`src/rtl/sr_pkg.sv`:
```
package sr_pkg;
  localparam int SR_ADDR_DIV   = 'h30;
  localparam int SR_ADDR_MUL   = 'h31;
  localparam int SR_ADDR_CONST = 'h32;
  localparam int SR_ADDR_CODE  = 'h34;

  localparam int SR_DEF_DIV  = 5;
  localparam int SR_DEF_MUL  = 5;
  localparam int SR_DEF_CODE = 16;

  localparam int SR_NUM_GROUPS = 5;

  // highest valid step index inside each decade group
  function automatic int sr_group_limit(input int grp);
    case (grp)
      0: return 2;
      1: return 1;
      2: return 1;
      3: return 2;
      4: return 4;
      default: return -1;
    endcase
  endfunction
endpackage

```
`src/rtl/sr_cfg_regs.sv`:
```
module sr_cfg_regs import sr_pkg::*; #(
  parameter int REG_W = 8,
  parameter int AW    = 8
) (
  input  logic             clk,
  input  logic             rst,
  input  logic             wr_en,
  input  logic [AW-1:0]    wr_addr,
  input  logic [REG_W-1:0] wr_data,
  output logic [REG_W-1:0] div_q,
  output logic [REG_W-1:0] mul_q,
  output logic [REG_W-1:0] code_q,
  output logic             cfg_wr
);
  logic hit_div, hit_mul, hit_code;

  assign hit_div  = wr_en && (wr_addr == AW'(SR_ADDR_DIV));
  assign hit_mul  = wr_en && (wr_addr == AW'(SR_ADDR_MUL));
  assign hit_code = wr_en && (wr_addr == AW'(SR_ADDR_CODE));
  // the constant offset SR_ADDR_CONST is accepted and discarded
  assign cfg_wr   = hit_div || hit_mul || hit_code;

  always_ff @(posedge clk) begin
    if (rst) begin
      div_q  <= REG_W'(SR_DEF_DIV);
      mul_q  <= REG_W'(SR_DEF_MUL);
      code_q <= REG_W'(SR_DEF_CODE);
    end else begin
      if (hit_div)  div_q  <= wr_data;
      if (hit_mul)  mul_q  <= wr_data;
      if (hit_code) code_q <= wr_data;
    end
  end

  // a write outside the three rate offsets leaves every field unchanged
  p_ignored_addr_r4: assert property (@(posedge clk) disable iff (rst)
    (wr_en && !cfg_wr) |=> ($stable(div_q) && $stable(mul_q) && $stable(code_q)));
endmodule

```
`src/rtl/sr_base_decode.sv`:
```
module sr_base_decode import sr_pkg::*; #(
  parameter int CODE_W        = 8,
  parameter int TOP_BASE_HALF = 20_000_000,
  parameter int BASE_W        = $clog2(TOP_BASE_HALF + 1)
) (
  input  logic [CODE_W-1:0] code,
  output logic [BASE_W-1:0] base,
  output logic              valid
);
  localparam int LOW_W = 4;
  localparam int GRP_W = CODE_W - LOW_W;

  logic [BASE_W-1:0] decade [SR_NUM_GROUPS];

  // decade value of each group: top rate divided by successive powers of ten
  for (genvar g = 0; g < SR_NUM_GROUPS; g++) begin : g_decade
    assign decade[g] = BASE_W'(TOP_BASE_HALF / (10 ** g));
  end

  logic [GRP_W-1:0] grp;
  logic [LOW_W-1:0] step;
  int               grp_i;
  int               lim;

  assign grp  = code[CODE_W-1:LOW_W];
  assign step = code[LOW_W-1:0];

  always_comb begin
    grp_i = int'(grp);
    lim   = sr_group_limit(grp_i);
    valid = 1'b0;
    base  = '0;
    if (grp_i < SR_NUM_GROUPS && lim >= 0 && int'(step) <= lim) begin
      valid = 1'b1;
      base  = decade[grp_i] >> step;
    end
  end

  // every listed code yields a non-zero increment
  always_comb begin
    if (valid) begin
      p_base_nonzero_r2: assert (base != '0);
    end
  end
endmodule

```
`src/rtl/sr_phase_accum.sv`:
```
module sr_phase_accum #(
  parameter int    REG_W    = 8,
  parameter int    BASE_W   = 25,
  parameter longint REF_HALF = 200_000_000
) (
  input  logic              clk,
  input  logic              rst,
  input  logic              clr,
  input  logic              code_ok,
  input  logic [BASE_W-1:0] base,
  input  logic [REG_W-1:0]  mul,
  input  logic [REG_W-1:0]  div,
  output logic              strobe_o,
  output logic              unsup_o
);
  localparam int REF_W = $clog2(REF_HALF + 1);
  localparam int INC_W = BASE_W + REG_W;
  localparam int THR_W = REG_W + REF_W;
  localparam int ACC_W = ((INC_W > THR_W) ? INC_W : THR_W) + 1;

  logic [ACC_W-1:0] inc, thr, sum, acc_q;
  logic             bad;

  assign inc = ACC_W'(base) * ACC_W'(mul);
  assign thr = ACC_W'(div) * ACC_W'(REF_HALF);
  assign sum = acc_q + inc;
  assign bad = !code_ok || (div == '0);

  always_ff @(posedge clk) begin
    if (rst) begin
      acc_q    <= '0;
      strobe_o <= 1'b0;
      unsup_o  <= 1'b0;
    end else begin
      unsup_o <= bad;
      if (clr || bad) begin
        acc_q    <= '0;
        strobe_o <= 1'b0;
      end else if (inc >= thr) begin
        acc_q    <= '0;
        strobe_o <= 1'b1;
      end else if (sum >= thr) begin
        acc_q    <= sum - thr;
        strobe_o <= 1'b1;
      end else begin
        acc_q    <= sum;
        strobe_o <= 1'b0;
      end
    end
  end

  // the residue stays below one full period on a valid setting
  p_acc_bound_r3: assert property (@(posedge clk) disable iff (rst)
    !bad |-> (acc_q < thr));
  // a rate write restarts the phase from zero with no strobe
  p_clear_on_write_r5: assert property (@(posedge clk) disable iff (rst)
    clr |=> (acc_q == '0 && !strobe_o));
  // an unsupported setting silences the strobe
  p_silent_bad_r6: assert property (@(posedge clk) disable iff (rst)
    bad |=> !strobe_o);
  // an unsupported setting raises the flag
  p_flag_bad_r7: assert property (@(posedge clk) disable iff (rst)
    bad |=> unsup_o);
  // at or above the reference rate every cycle strobes
  p_full_rate_r8: assert property (@(posedge clk) disable iff (rst)
    (!clr && !bad && inc >= thr) |=> strobe_o);
endmodule

```
`src/rtl/sample_rate_gen.sv`:
```
module sample_rate_gen #(
  parameter int REG_W         = 8,
  parameter int AW            = 8,
  parameter int REF_HZ        = 100_000_000,
  parameter int TOP_BASE_HALF = 20_000_000
) (
  input  logic             clk,
  input  logic             rst,
  input  logic             wr_en,
  input  logic [AW-1:0]    wr_addr,
  input  logic [REG_W-1:0] wr_data,
  output logic             strobe_o,
  output logic             unsup_o
);
  localparam longint REF_HALF = 2 * longint'(REF_HZ);
  localparam int     BASE_W   = $clog2(TOP_BASE_HALF + 1);

  logic [REG_W-1:0]  div_q, mul_q, code_q;
  logic              cfg_wr;
  logic [BASE_W-1:0] base;
  logic              code_ok;

  sr_cfg_regs #(.REG_W(REG_W), .AW(AW)) u_regs (
    .clk     (clk),
    .rst     (rst),
    .wr_en   (wr_en),
    .wr_addr (wr_addr),
    .wr_data (wr_data),
    .div_q   (div_q),
    .mul_q   (mul_q),
    .code_q  (code_q),
    .cfg_wr  (cfg_wr)
  );

  sr_base_decode #(.CODE_W(REG_W), .TOP_BASE_HALF(TOP_BASE_HALF), .BASE_W(BASE_W)) u_dec (
    .code  (code_q),
    .base  (base),
    .valid (code_ok)
  );

  sr_phase_accum #(.REG_W(REG_W), .BASE_W(BASE_W), .REF_HALF(REF_HALF)) u_acc (
    .clk      (clk),
    .rst      (rst),
    .clr      (cfg_wr),
    .code_ok  (code_ok),
    .base     (base),
    .mul      (mul_q),
    .div      (div_q),
    .strobe_o (strobe_o),
    .unsup_o  (unsup_o)
  );
endmodule

```
`config.mk`:
```
export PLATFORM = sky130hd
export DESIGN_NAME = sample_rate_gen
export DESIGN_NICKNAME = d
export VERILOG_FILES = /design/src/rtl/sr_pkg.sv /design/src/rtl/sr_cfg_regs.sv /design/src/rtl/sr_base_decode.sv /design/src/rtl/sr_phase_accum.sv /design/src/rtl/sample_rate_gen.sv
export SDC_FILE = /design/constraint.sdc
export NUM_CORES = 1
export LEC_CHECK = 0
export ABC_CLOCK_PERIOD_IN_PS = 16350
export BUFFER_PORTS_ARGS = -buffer_cell sky130_fd_sc_hd__buf_2
export CAP_MARGIN = 20
export CORE_ASPECT_RATIO = 1.4
export CORE_MARGIN = 4
export CORE_UTILIZATION = 60
export CTS_BUF_LIST = sky130_fd_sc_hd__clkbuf_8
export CTS_CLUSTER_SIZE = 20
export DETAILED_ROUTE_END_ITERATION = 16
export HOLD_SLACK_MARGIN = 0.1
export PLACE_DENSITY = 0.74
export SLEW_MARGIN = 20
export SYNTH_ARGS = -nofsm -noshare
export SYNTH_HDL_FRONTEND = slang
export SYNTH_SLANG_ARGS = --single-unit
```
`constraint.sdc`:
```
create_clock -name clk -period 16.35 [get_ports clk]
set_clock_uncertainty 0.05 [all_clocks]
set_input_delay 2.4525 -clock clk [delete_from_list [all_inputs] [get_ports clk]]
set_output_delay 2.4525 -clock clk [all_outputs]
set_load 0.005 [all_outputs]
```
==> impl_metrics.toml, run 1 <==
[status]
status = "finished clean"

[routing]
dr_wl_met3_um = 1630
highest_layer = "met4"
routed_wl_um = 43400
drc_errors = 0
drt-initial-drc-count = 875
detail_route.wl_per_cell_um = 19.4
vias = 13800
first_pass_iters = 5
routed_via_density = 6.18
wl_met1_um = 16600
ant_nets = 0
wl_met2_um = 22300

[layout]
area_growth_pct = 3.37
final_common_cell = "inv_1"
fin_cells = 2235
diodes = 0
layout-drive-gt1-share = 0.0391
fillCellCount = 2350
fin_nets = 2311
layout_common_cells = "inv_1, nor2_1, ha_1"

[grt]
gr-usage-all-layers = 0.308
antenna_found_initial = 0
grt_pass1_wl_um = 69400
grt_max_degree = 46
grt_pass1_vias = 13800
overflow = 0

[clock_tree]
cts_tree = "built"
clk_pin_slew_ns = 0.07
clkSinkCount = 63
clk_latency_ns = 0.38
clock_path_buffers = 2
postCtsSetupBuffers = 0
cts_buffers = 9
cts-resized-gates = 0
htree_levels = 3
hold_buffers = 0
clock-root-buffer = "clkbuf_8"

[worst_setup_path]
worstSetupPathType = "reg2reg"
startpoint_type = "flip-flop"
critPathMostFrequentCell = "ha_1"
arrival_ns = 13.79
timing.rr.start = "u_regs.code_q[4]"
critPathMaxStageDelay_ns = 0.56
crit_start = "u_regs.code_q[4]"
endpoint_kind = "flip-flop"
slowest_stage = "dfxtp_1"
critPathMaxFanout = 17
crit_required_ns = 16.55

[timing]
fmax_mhz = 73.6
finalSetupTns_ns = 0
worst_pin_slew_ns = 1.20
hold_viol = 0
rsz0062_at_grt = "false"
period_minus_slack_ns = 13.58
setup_slack_ns = 2.77
setup-violations-final = 0
min_period_over_period = 0.831
drv_slew = 0
relSlewSlack = 0.193

[logic_synthesis]
ys_seq_area_frac = 0.0812
syn_area_sq_um = 15500
ys_warn_count = 0
ys_ff_latch = 63
synthArstFlopShare = 0
synth_edf_count = 0
synth_ff_type = "dfxtp_1"
synth_cells = 1932
syn_nets = 2331
ys_types = 84
syn_area_per_cell_sq_um = 8.04

[run]
drv_cap = 0

[floorplan]
coreArea_sq_um = 25500
start_util = 0.610
die_h_um = 198
design.portCount = 21
die_width_um = 144
row_count = 69
dieArea_sq_um = 28500

[power]
combPwrFrac = 0.698
power_switching_uw = 529
switching_share = 0.477
internal_power_uw = 581
seqPwrFrac = 0.179
vdd_ir_drop_max_v = 0.0000901
power_density_nw_per_um2 = 69.2
leakagePower_uw = 0.00788
clockPowerShare = 0.123

[worst_hold_path]
holdCritPathClass = "reg2reg"
min_from = "u_regs.code_q[1]"

[placement]
port_buffers = 20
hpwl_um = 36200
gp_congestion = 0.972
dp.cells = 2220
place_ws_ns = 2.94
sequential cells by signal (all words and copies together), names as in the netlist:
signal          flops
u_regs.code_q       8
u_regs.div_q        8
u_regs.mul_q        8
u_acc.strobe_o      1
u_acc.acc_q        37
u_acc.unsup_o       1
synth_stat cells, types with 3 or more instances:
master	number	area [sq um]
a211o_1	9	78.8
o21ai_0	63	315
nor3_1	86	430
a21o_1	43	323
o21ai_1	8	40.0
nor3b_1	4	30.0
o22ai_1	3	18.8
xor2_1	31	272
a31oi_1	11	68.8
o21a_1	18	135
nand2_1	121	454
nor2_1	216	811
nand4_1	21	131
o21bai_1	21	158
o41ai_1	4	35.0
or2_2	6	37.5
inv_1	279	1050
o221ai_1	4	35.0
nor2b_1	12	75.1
and3_1	17	106
nor4b_1	3	26.3
buf_2	3	15.0
clkinv_1	4	15.0
o211ai_1	14	105
nor4_1	11	68.8
buf_1	5	18.8
fa_1	180	3600
clkbuf_1	49	184
a311oi_1	5	43.8
nand2b_1	10	62.6
ha_1	200	2500
dfxtp_1	63	1260
xnor2_1	65	569
a221o_1	3	30.0
a211oi_1	27	203
and2_1	27	169
or3_1	8	50.1
a21oi_1	118	591
a41oi_1	6	52.6
mux2i_1	51	510
a221oi_1	5	43.8
a21boi_0	7	52.6
o31ai_1	4	30.0
nand3_1	33	165
stage by stage:
step,hold slack [ns],instance area [sq um],power (uW),util
floorplan,0.507,15500,824,-
detailed placement,0.438,15900,960,0.623
finish,0.450,16000,1110,0.630
CTS,0.455,16000,1100,0.630
global placement,0.427,15900,952,0.623
global route,0.482,16000,1190,0.630
worst max-delay path, delay by kind of cell (launching register included):
kind	cells	cell delay (ns)
flip-flops	1	0.56
adder cells (fa/ha/maj)	9	3.68
multiplexers	1	0.19
AO/OA/AOI/OAI	17	4.04
buffers and inverters	5	0.62
AND/OR/NAND/NOR	19	3.94
XOR/XNOR	2	0.34
area by class of cell:
cell class / count / area (sq um) / share of cell area
multi-input cells: 1523 / 13000 / 0.807
clock buffers: 12 / 165 / 0.0103
well taps: 319 / 399 / 0.0249
clock inverters: 3 / 17.5 / 0.00109
inverters: 284 / 1070 / 0.0664
repair buffers: 31 / 183 / 0.0114
flip-flops and latches: 63 / 1260 / 0.0786
power by group through the flow:
stage | combinational, uW | sequential (uW) | clock, uW
2_1_floorplan | 626 | 197 | 0
3_3_place_gp | 750 | 202 | 0
3_5_place_dp | 758 | 202 | 0
4_1_cts | 763 | 198 | 138
5_1_grt | 848 | 201 | 144
6_report | 774 | 199 | 137
routing by layer:
metal  up-vias  global-route usage
met5         -                   0
met4         0               0.182
met3       130              0.0377
met2       397               0.549
met1      6763               0.347
li1       6518                   -
worst paths after layout:
path	slack, ns	end	cells past startpoint
max reg2reg	2.77	u_acc.acc_q[16]	53
max	2.77	u_acc.acc_q[16]	53
min reg2reg	0.45	u_regs.code_q[1]	2
min	0.45	u_regs.code_q[1]	2
cell families after synthesis:
family | count (synthesis) | synth area share
AOI/OAI and AO/OA | 402 | 0.171
and+or+nand+nor | 590 | 0.178
adders and majority gates | 380 | 0.393
muxes | 53 | 0.0343
DFF | 63 | 0.0812
buffers and inverters | 346 | 0.0854
xor gates and xnor gates | 98 | 0.0563
Power figures use the tool's default switching activity.
==> inputs of run 2 (changes only) <==
ABC_CLOCK_PERIOD_IN_PS = 12800   (was 16350)
clock period = 12.8 ns   (was 16.35 ns; I/O delays follow)
==> run 2 against run 1 <==
Effect of this change: first-iteration DRC count rose by 14%; combinational power increased by 33%; sequential power is 27% higher; critical endpoint is now u_acc.acc_q[34].
==> impl_metrics.toml, run 2 (synthesis results as in run 1) <==
[layout]
area_growth_pct = 6.13
fillCellCount = 2268
final_common_cell = "inv_1"
layout-drive-gt1-share = 0.0684
layout_common_cells = "inv_1, nor2_1, ha_1"
fin_nets = 2354
seqCellArea_sq_um = 1270
largest_register_ffs = 37
regMostFlops = "u_acc.acc_q"
fin_cells = 2279
diodes = 0
final_util = 0.647
multi_input_area_sq_um = 13000

[placement]
dp.cells = 2260
port_buffers = 20
hpwl_um = 36600
gp_congestion = 0.965

[clock_tree]
clkSinkCount = 63
htree_levels = 3
clock_path_buffers = 2
cts_tree = "built"
clk_pin_slew_ns = 0.08
clk_latency_ns = 0.40
clock-root-buffer = "clkbuf_8"
cts_buffers = 9

[timing]
drv_slew = 0
min_period_over_period = 0.946
period_minus_slack_ns = 12.11
relSlewSlack = 0.384
hold_slack_ns = 0.496
fmax_mhz = 82.6
setup-violations-final = 0
hold_viol = 0
finalSetupTns_ns = 0
worst_pin_slew_ns = 0.917

[routing]
routed_via_density = 6.12
vias = 14000
routed_wl_um = 43800
ant_nets = 0
detail_route.wl_per_cell_um = 19.2
first_pass_iters = 5
drc_errors = 0
drt-initial-drc-count = 999

[worst_setup_path]
ff2ff_setup_slack_ns = 0.69
endpoint_kind = "flip-flop"
critPathMaxFanout = 12
crit_end = "u_acc.acc_q[34]"
timing.rr.start = "u_regs.code_q[4]"
critPathMostFrequentCell = "ha_1"
regToRegEndpoint = "u_acc.acc_q[34]"
crit_start = "u_regs.code_q[4]"
startpoint_type = "flip-flop"
crit_required_ns = 13.07
worstSetupPathType = "reg2reg"
reg2reg_depth = 51
arrival_ns = 12.38
critPathMaxStageDelay_ns = 0.58
slowest_stage = "fa_1"

[floorplan]
die_width_um = 144
row_count = 69
dieArea_sq_um = 28500
design.portCount = 21
coreArea_sq_um = 25500
start_util = 0.610
die_h_um = 198

[power]
vdd_ir_drop_max_v = 0.000151
power_uw = 1480
leakagePower_uw = 0.00811
power_density_nw_per_um2 = 89.7

[grt]
grt_pass1_vias = 14300
grt_max_degree = 31
overflow = 0
antenna_found_initial = 0
grt_pass1_wl_um = 71100
gr-usage-all-layers = 0.315

[worst_hold_path]
holdCritPathClass = "reg2reg"

[status]
status = "finished clean"

[run]
drv_cap = 0
==> run 2: changes by cell type in the layout (fill, tap and decap cells not counted), sizes merged <==
| cell | previous run | this run |
|---|---|---|
| buf | 31 | 74 |
| inv | 280 | 281 |
| clkinv | 6 | 4 |
| clkbuf | 12 | 10 |
| bufinv | 0 | 1 |
| clkinvlp | 1 | 4 |
==> run 2: final cells by class <==
type | instances | share of cell area
multi-input cells | 1523 | 0.790
inverters | 284 | 0.0647
repair buffers | 74 | 0.0317
flip-flops and latches | 63 | 0.0769
clock buffers | 10 | 0.00835
clock inverters | 6 | 0.00418
well taps | 319 | 0.0242
==> run 2: power breakdown <==
group / internal, uW / total, uW / switching (uW) / leakage (uW)
registers: 236 / 252 / 16.5 / 0.000516
logic: 435 / 1030 / 596 / 0.00750
clock network: 95.8 / 195 / 99.4 / 0.0000912
total: 767 / 1480 / 712 / 0.00811
==> run 2: worst max-delay path: cells and delay by family, from the launching register on <==
family / cells / cell delay [ns]
and+or+nand+nor: 21 / 4.06
DFF: 1 / 0.41
adders and majority gates: 9 / 3.59
buffers and inverters: 6 / 0.70
AOI/OAI and AO/OA: 14 / 3.01
xor gates and xnor gates: 1 / 0.18
==> run 2: repair_timing <==
item / in CTS / in global routing
pin swaps: 0 / 7
resized for setup: 2 / 20
setup buffers: 0 / 3
hold buffers: 0 / 0
cloned: 0 / 0
endpoints found under the setup margin: 26 / 29
==> run 2: per-stage QoR <==
stage | cell area, sq um | setup slack, ns
floorplan | 15500 | 1.02
global placement | 16200 | 0.143
detailed placement | 16200 | -0.149
CTS | 16400 | 0.118
global route | 16500 | -0.0387
finish | 16500 | 0.687
==> run 2: worst min-delay path by stage <==
| stage | start | endpoint | slack (ns) | depth (start not counted) |
|---|---|---|---|---|
| 2_1_floorplan | u_regs.code_q[7] | u_regs.code_q[7] | 0.51 | 2 |
| 3_3_place_gp | u_regs.code_q[1] | u_regs.code_q[1] | 0.46 | 2 |
| 3_5_place_dp | u_regs.code_q[1] | u_regs.code_q[1] | 0.48 | 2 |
| 4_1_cts | u_regs.code_q[1] | u_regs.code_q[1] | 0.50 | 2 |
| 5_1_grt | u_regs.code_q[5] | u_regs.code_q[5] | 0.53 | 2 |
| 6_report | u_regs.code_q[1] | u_regs.code_q[1] | 0.50 | 2 |
==> run 2: routing by layer <==
layer,share of wire,routed length [um],up-vias,global-route usage
met1,0.38,16600,6730,0.363
met3,0.036,1590,160,0.0280
met5,0,0,-,0
li1,-,-,6620,-
met4,0.071,3100,0,0.192
met2,0.51,22500,441,0.559
